`config.mk`:
```
export PLATFORM = sky130hd
export DESIGN_NAME = sci_flag_ctrl
export DESIGN_NICKNAME = d
export VERILOG_FILES = /design/src/rtl/sci_flag_pkg.sv /design/src/rtl/sci_clr_arm.sv /design/src/rtl/sci_idle_det.sv /design/src/rtl/sci_flag_ctrl.sv
export SDC_FILE = /design/constraint.sdc
export NUM_CORES = 1
export LEC_CHECK = 0
export BUFFER_PORTS_ARGS = -buffer_cell sky130_fd_sc_hd__buf_4
export CORE_AREA = 3 3 40 42
export CTS_CLUSTER_DIAMETER = 80
export CTS_CLUSTER_SIZE = 40
export DETAILED_ROUTE_END_ITERATION = 8
export DIE_AREA = 0 0 43 45
export GPL_TIMING_DRIVEN = 0
export PLACE_DENSITY = 0.79
export SLEW_MARGIN = 20
export SYNTH_ARGS = -nofsm -noshare
export SYNTH_HDL_FRONTEND = slang
export SYNTH_SLANG_ARGS = --single-unit
```
`constraint.sdc`:
```
create_clock -name clk -period 1.7 [get_ports clk]
set_input_delay 0.34 -clock clk [delete_from_list [all_inputs] [get_ports clk]]
set_output_delay 0.34 -clock clk [all_outputs]
set_load 0.02 [all_outputs]
```
`src/rtl/sci_flag_pkg.sv`:
```
package sci_flag_pkg;

    localparam int FLAG_N = 4;

    typedef enum int {
        F_TDRE = 0,
        F_TC   = 1,
        F_RDRF = 2,
        F_IDLE = 3
    } flag_idx_e;

    // Flags cleared by a data write and by a data read, respectively.
    localparam logic [FLAG_N-1:0] WR_CLR_MASK = 4'b0011;
    localparam logic [FLAG_N-1:0] RD_CLR_MASK = 4'b1100;

    typedef struct packed {
        logic tdre;
        logic tc;
        logic rdrf;
        logic idle;
        logic idle_en;
    } flag_state_t;

endpackage

```
`src/rtl/sci_clr_arm.sv`:
```
module sci_clr_arm #(
    parameter int              N       = 4,
    parameter logic [N-1:0]    WR_MASK = '0,
    parameter logic [N-1:0]    RD_MASK = '0
) (
    input  logic         clk,
    input  logic         rst_n,
    input  logic         stat_rd_i,
    input  logic         data_rd_i,
    input  logic         data_wr_i,
    input  logic [N-1:0] seen_i,
    output logic [N-1:0] clr_o
);

    logic [N-1:0] arm_d, arm_q;
    logic [N-1:0] used;

    always_comb begin
        used  = '0;
        if (data_wr_i) used = used | WR_MASK;
        if (data_rd_i) used = used | RD_MASK;
        clr_o = arm_q & used;
        // A status read re-captures the set flags; otherwise consumed arms drop.
        arm_d = stat_rd_i ? seen_i : (arm_q & ~used);
    end

    always_ff @(posedge clk) begin
        if (!rst_n) arm_q <= '0;
        else        arm_q <= arm_d;
    end

    AST_WR_DISARMS: assert property (@(posedge clk) disable iff (!rst_n)
        (data_wr_i && !stat_rd_i) |=> ((arm_q & WR_MASK) == '0));

    AST_RD_DISARMS: assert property (@(posedge clk) disable iff (!rst_n)
        (data_rd_i && !stat_rd_i) |=> ((arm_q & RD_MASK) == '0));

    AST_ARM_FROM_SEEN: assert property (@(posedge clk) disable iff (!rst_n)
        stat_rd_i |=> ((arm_q & ~$past(seen_i)) == '0));

endmodule

```
`src/rtl/sci_idle_det.sv`:
```
module sci_idle_det #(
    parameter int SHORT_RUN = 10,
    parameter int LONG_RUN  = 11
) (
    input  logic clk,
    input  logic rst_n,
    input  logic bit_stb_i,
    input  logic bit_i,
    input  logic long_i,
    output logic reach_o
);

    localparam int CW = $clog2(LONG_RUN + 1);

    logic [CW-1:0] cnt_d, cnt_q;
    logic [CW-1:0] limit;

    always_comb begin
        limit   = long_i ? CW'(LONG_RUN) : CW'(SHORT_RUN);
        cnt_d   = cnt_q;
        reach_o = 1'b0;
        if (bit_stb_i) begin
            if (!bit_i) begin
                cnt_d = '0;
            end else if (cnt_q < limit) begin
                cnt_d   = cnt_q + 1'b1;
                reach_o = (cnt_q == limit - 1'b1);
            end
        end
    end

    always_ff @(posedge clk) begin
        if (!rst_n) cnt_q <= '0;
        else        cnt_q <= cnt_d;
    end

    AST_RUN_BOUNDED: assert property (@(posedge clk) disable iff (!rst_n)
        cnt_q <= CW'(LONG_RUN));

    AST_ZERO_RESTARTS: assert property (@(posedge clk) disable iff (!rst_n)
        (bit_stb_i && !bit_i) |=> (cnt_q == '0));

endmodule

```
`src/rtl/sci_flag_ctrl.sv`:
```
module sci_flag_ctrl
    import sci_flag_pkg::*;
#(
    parameter int SHORT_RUN = 10,
    parameter int LONG_RUN  = 11
) (
    input  logic clk,
    input  logic rst_n,
    input  logic tx_load_i,
    input  logic tx_queue_i,
    input  logic tx_busy_i,
    input  logic rx_xfer_i,
    input  logic rx_bit_stb_i,
    input  logic rx_bit_i,
    input  logic frame9_i,
    input  logic rx_wake_i,
    input  logic stat_rd_i,
    input  logic data_rd_i,
    input  logic data_wr_i,
    output logic tdre_o,
    output logic tc_o,
    output logic rdrf_o,
    output logic idle_o,
    output logic tx_line_idle_o
);

    flag_state_t       st_d, st_q;
    logic [FLAG_N-1:0] seen;
    logic [FLAG_N-1:0] clr;
    logic              reach;

    always_comb begin
        seen         = '0;
        seen[F_TDRE] = st_q.tdre;
        seen[F_TC]   = st_q.tc;
        seen[F_RDRF] = st_q.rdrf;
        seen[F_IDLE] = st_q.idle;
    end

    sci_clr_arm #(
        .N       (FLAG_N),
        .WR_MASK (WR_CLR_MASK),
        .RD_MASK (RD_CLR_MASK)
    ) u_arm (
        .clk       (clk),
        .rst_n     (rst_n),
        .stat_rd_i (stat_rd_i),
        .data_rd_i (data_rd_i),
        .data_wr_i (data_wr_i),
        .seen_i    (seen),
        .clr_o     (clr)
    );

    sci_idle_det #(
        .SHORT_RUN (SHORT_RUN),
        .LONG_RUN  (LONG_RUN)
    ) u_idle (
        .clk       (clk),
        .rst_n     (rst_n),
        .bit_stb_i (rx_bit_stb_i),
        .bit_i     (rx_bit_i),
        .long_i    (frame9_i),
        .reach_o   (reach)
    );

    always_comb begin
        st_d = st_q;

        // Transmit holding register empty: hardware set wins over clear.
        if (clr[F_TDRE]) st_d.tdre = 1'b0;
        if (tx_load_i)   st_d.tdre = 1'b1;

        // Transmission complete: any clear wins over the set condition.
        if (tx_busy_i)      st_d.tc = 1'b0;
        else if (st_q.tdre) st_d.tc = 1'b1;
        if (clr[F_TC] || tx_queue_i) st_d.tc = 1'b0;

        // Receive holding register full: new frame wins over clear.
        if (clr[F_RDRF]) st_d.rdrf = 1'b0;
        if (rx_xfer_i)   st_d.rdrf = 1'b1;

        // Idle line: clearing disarms detection until a frame arrives.
        if (clr[F_IDLE]) begin
            st_d.idle    = 1'b0;
            st_d.idle_en = 1'b0;
        end
        if (rx_xfer_i) st_d.idle_en = 1'b1;
        if (reach && st_q.idle_en && !rx_wake_i) st_d.idle = 1'b1;
    end

    always_ff @(posedge clk) begin
        if (!rst_n) begin
            st_q.tdre    <= 1'b1;
            st_q.tc      <= 1'b1;
            st_q.rdrf    <= 1'b0;
            st_q.idle    <= 1'b0;
            st_q.idle_en <= 1'b1;
        end else begin
            st_q <= st_d;
        end
    end

    assign tdre_o         = st_q.tdre;
    assign tc_o           = st_q.tc;
    assign rdrf_o         = st_q.rdrf;
    assign idle_o         = st_q.idle;
    assign tx_line_idle_o = st_q.tc;

    AST_TDRE_ON_LOAD: assert property (@(posedge clk) disable iff (!rst_n)
        tx_load_i |=> tdre_o);

    AST_TC_LOW_BUSY: assert property (@(posedge clk) disable iff (!rst_n)
        tx_busy_i |=> !tc_o);

    AST_TC_QUEUE_CLEARS: assert property (@(posedge clk) disable iff (!rst_n)
        tx_queue_i |=> !tc_o);

    AST_RDRF_ON_XFER: assert property (@(posedge clk) disable iff (!rst_n)
        rx_xfer_i |=> rdrf_o);

    AST_IDLE_WAKE_HOLD: assert property (@(posedge clk) disable iff (!rst_n)
        (rx_wake_i && !idle_o) |=> !idle_o);

    AST_IDLE_NEEDS_FRAME: assert property (@(posedge clk) disable iff (!rst_n)
        (!st_q.idle_en && !idle_o) |=> !idle_o);

endmodule

```
==> impl_metrics.csv <==
group,metric,value,unit
cells_and_area,antenna_cells,0,
timing,tightest_slew,0.347,ns
drt,drt_iter0_drc,13,
global_route,grt_max_degree,11,
clock_network,insertion_delay,0.27,ns
clock_network,cts_inserted_buffers,3,
setup_path,path_max_fanout,4,
global_route,overflow,0,
power_and_ir_drop,pwr-share-clk,31.0,%
timing,hold_violations,0,
placed_design,detailed_place.area,734,um^2
setup_path,arrival,1.63,ns
timing,final.setup_skew,0.00150,ns
setup_path,cp_data_required_time,1.91,ns
synthesis,netlist_instances,66,
synthesis,synth_seq_area_share,43.7,%
timing,fmaxAchievable,0.704,GHz
drt,viasPerCell,5.18,
power_and_ir_drop,seq_power_share,54.6,%
global_route,grt_use_total,14.1,%
synthesis,synth-main-ff-cell,"dfxtp_1",
setup_path,cpMaxStageDelayCell,"dfxtp_1",
drt,dr_total_vias,523,
drt,routed_wl,1.22,mm
timing,setup_viol,0,
cells_and_area,finalNetCount,102,
setup_path,path_buf_inv,1,
synthesis,yosysUniqueCellTypes,27,
clock_network,cts_resized,0,
synthesis,synth_top_cells_by_count,"13 x dfxtp_1, 8 x nand2_1, 6 x nor2b_1",
clock_network,htreeDepth,1,
synthesis,yosysMostFrequentCell,"dfxtp_1",
power_and_ir_drop,p_sw_share,24.0,%
setup_path,slowest_delay,0.39,ns
placed_design,routabilityCongestion,0.782,
synthesis,syn_avg_cell_area,9.02,um^2
timing,fin_crit_sh,83.6,%
setup_path,crit_path_end_kind,"flop",
power_and_ir_drop,p_switching,0.142,mW
synthesis,synth_edf_count,0,
setup_path,worst_setup_path_start_kind,"flop",
timing,slew-limit-headroom,76.8,%
cells_and_area,drive_gt1_share,26.7,%
clock_network,ctsHoldBuffers,0,
power_and_ir_drop,leakagePower,0.318,nW
job,maxCapViolations,0,
synthesis,yosys_warnings,0,
power_and_ir_drop,power_frac_comb,14.4,%
clock_network,clkSinkCount,13,
cells_and_area,final_cells,101,
cells_and_area,syn_to_final_growth,27.7,%
min_path,hp-class,"input pin to flop",
clock_network,cts_tree,"done",
power_and_ir_drop,power.internal,0.452,mW
clock_network,ctsRootBufferMaster,"clkbuf_4",
synthesis,async_flop_share,0,%
global_route,antenna_found_initial,0,
floorplan,io-pin-count,18,
synthesis,synth_area,596,um^2
floorplan,core,0.00128,mm^2
setup_path,path_cells,"inv_1, ha_1, nand4bb_1, nor4b_1, a32o_1",
timing,layout_min_cycle_time,1.42,ns
global_route,grt_pass1_vias,529,
drt,ant_nets,0,
placed_design,io_buffer_count,16,
timing,drv_slew,0,
placed_design,dp_hpwl,961,um
run_status,status,"finished, final reports clean",
cells_and_area,final_cell_area,761,um^2
clock_network,clock_path_buffers,2,
synthesis,syn_nets,81,
synthesis,ys_ff_latch,13,
global_route,grt_first_pass_wirelength,2.12,mm
clock_network,clkTransAtPathRegs,0.08,ns
floorplan,start_util,46.3,%
synthesis,synth_area_leaders,"dfxtp_1 44%, nor2b_1 6.3%, nand2_1 5.0%, ha_1 4.2%, mux2i_1 3.4%",
setup_path,critPathKind,"flop to flop",
drt,drc_errors,0,
power_and_ir_drop,p_per_area,781,mW/mm^2
clock_network,postCtsSetupBuffers,0,
drt,first_pass_iters,4,
floorplan,fp.dieH,45,um
setup_path,crit_family,"simple AND/OR/NAND/NOR gates",
timing,timing.setup.tns,0,ns
drt,wl_per_cell,12.1,um
power_and_ir_drop,irDropWorstVdd,0.000457,V
synthesis,synth_top_area_share,43.7,%
floorplan,die_w,43,um
synthesis,synth_top_area_cell,"dfxtp_1",
floorplan,die-area,0.00194,mm^2
floorplan,rows,13,
timing,rsz0062_at_grt,"false",
placed_design,place_inst,97,
logic make-up after synthesis:
group	count (synthesis)	synth area share, %
compound gates	13	14.7
mux	2	3.36
fa+ha+maj	2	4.20
buf+inv	5	3.78
flops	13	43.7
simple gates	31	30.3
per-stage QoR:
step                util, %  hold WS [ns]  worst slack (ns)  power (mW)
floorplan                 -         0.431             0.457       0.373
CTS                    59.2         0.262             0.262       0.602
global route           59.2         0.268             0.122       0.625
detailed placement     57.2         0.459             0.254       0.417
finish                 59.2         0.266             0.279       0.594
global placement       57.2         0.450             0.315       0.415
cell usage in the layout, fill, tap and decap left out:
cell       count
and4_2         1
nor3b_1        2
a22oi_1        2
clkbuf_4       3
nand2_2        1
nand4bb_1      1
nand4b_1       1
dfxtp_1       13
clkbuf_1       3
nor2b_1        6
a31oi_1        1
a32o_1         1
a22o_2         1
nand2_1        8
ha_1           2
nor4b_1        1
nand3b_1       2
o21ai_0        3
a211oi_1       1
nand2b_1       1
nor2_1         3
mux2i_1        2
inv_1          2
buf_4         17
a21oi_1        3
nand3_1        3
a41oi_1        1
nor3_1         1
layout make-up:
type                       instances  area [um^2]
fill                             117          524
multi-input combinational         48          313
sequential                        13          260
timing repair buffer              16          120
clock buffer                       4         26.3
tap                               15         18.8
buffer                             3         15.0
inverter                           2         7.51
routing by layer:
metal | GRT usage [%] | vias up | share of wire, %
li1 | - | 275 | -
met1 | 18.4 | 229 | 45
met2 | 21.9 | 19 | 48
met3 | 2.79 | 0 | 6.5
met4 | 7.83 | 0 | 0
met5 | 0 | - | 0
power groups by stage:
stage	sequential [mW]	clock (mW)	combinational [mW]
2_1_floorplan	0.334	0	0.0394
3_3_place_gp	0.331	0	0.0839
3_5_place_dp	0.331	0	0.0859
4_1_cts	0.324	0.192	0.0860
5_1_grt	0.326	0.204	0.0955
6_report	0.324	0.184	0.0854
state kept, by name (all words and copies together), names as in the netlist:
| name | count |
|---|---|
| u_arm.arm_q | 4 |
| u_idle.cnt_q | 4 |
| idle_o | 1 |
| rdrf_o | 1 |
| st_q | 1 |
| tc_o | 1 |
| tdre_o | 1 |
path summary, 6_finish.rpt:
path	slack [ns]	from	endpoint	cells after the start
max	0.28	u_idle.cnt_q[0]	idle_o	5
min	0.27	tx_load_i	tdre_o	2
max reg2reg	0.28	u_idle.cnt_q[0]	idle_o	5
min reg2reg	0.47	st_q[0]	st_q[0]	2
(Power assumes the default switching activity.)
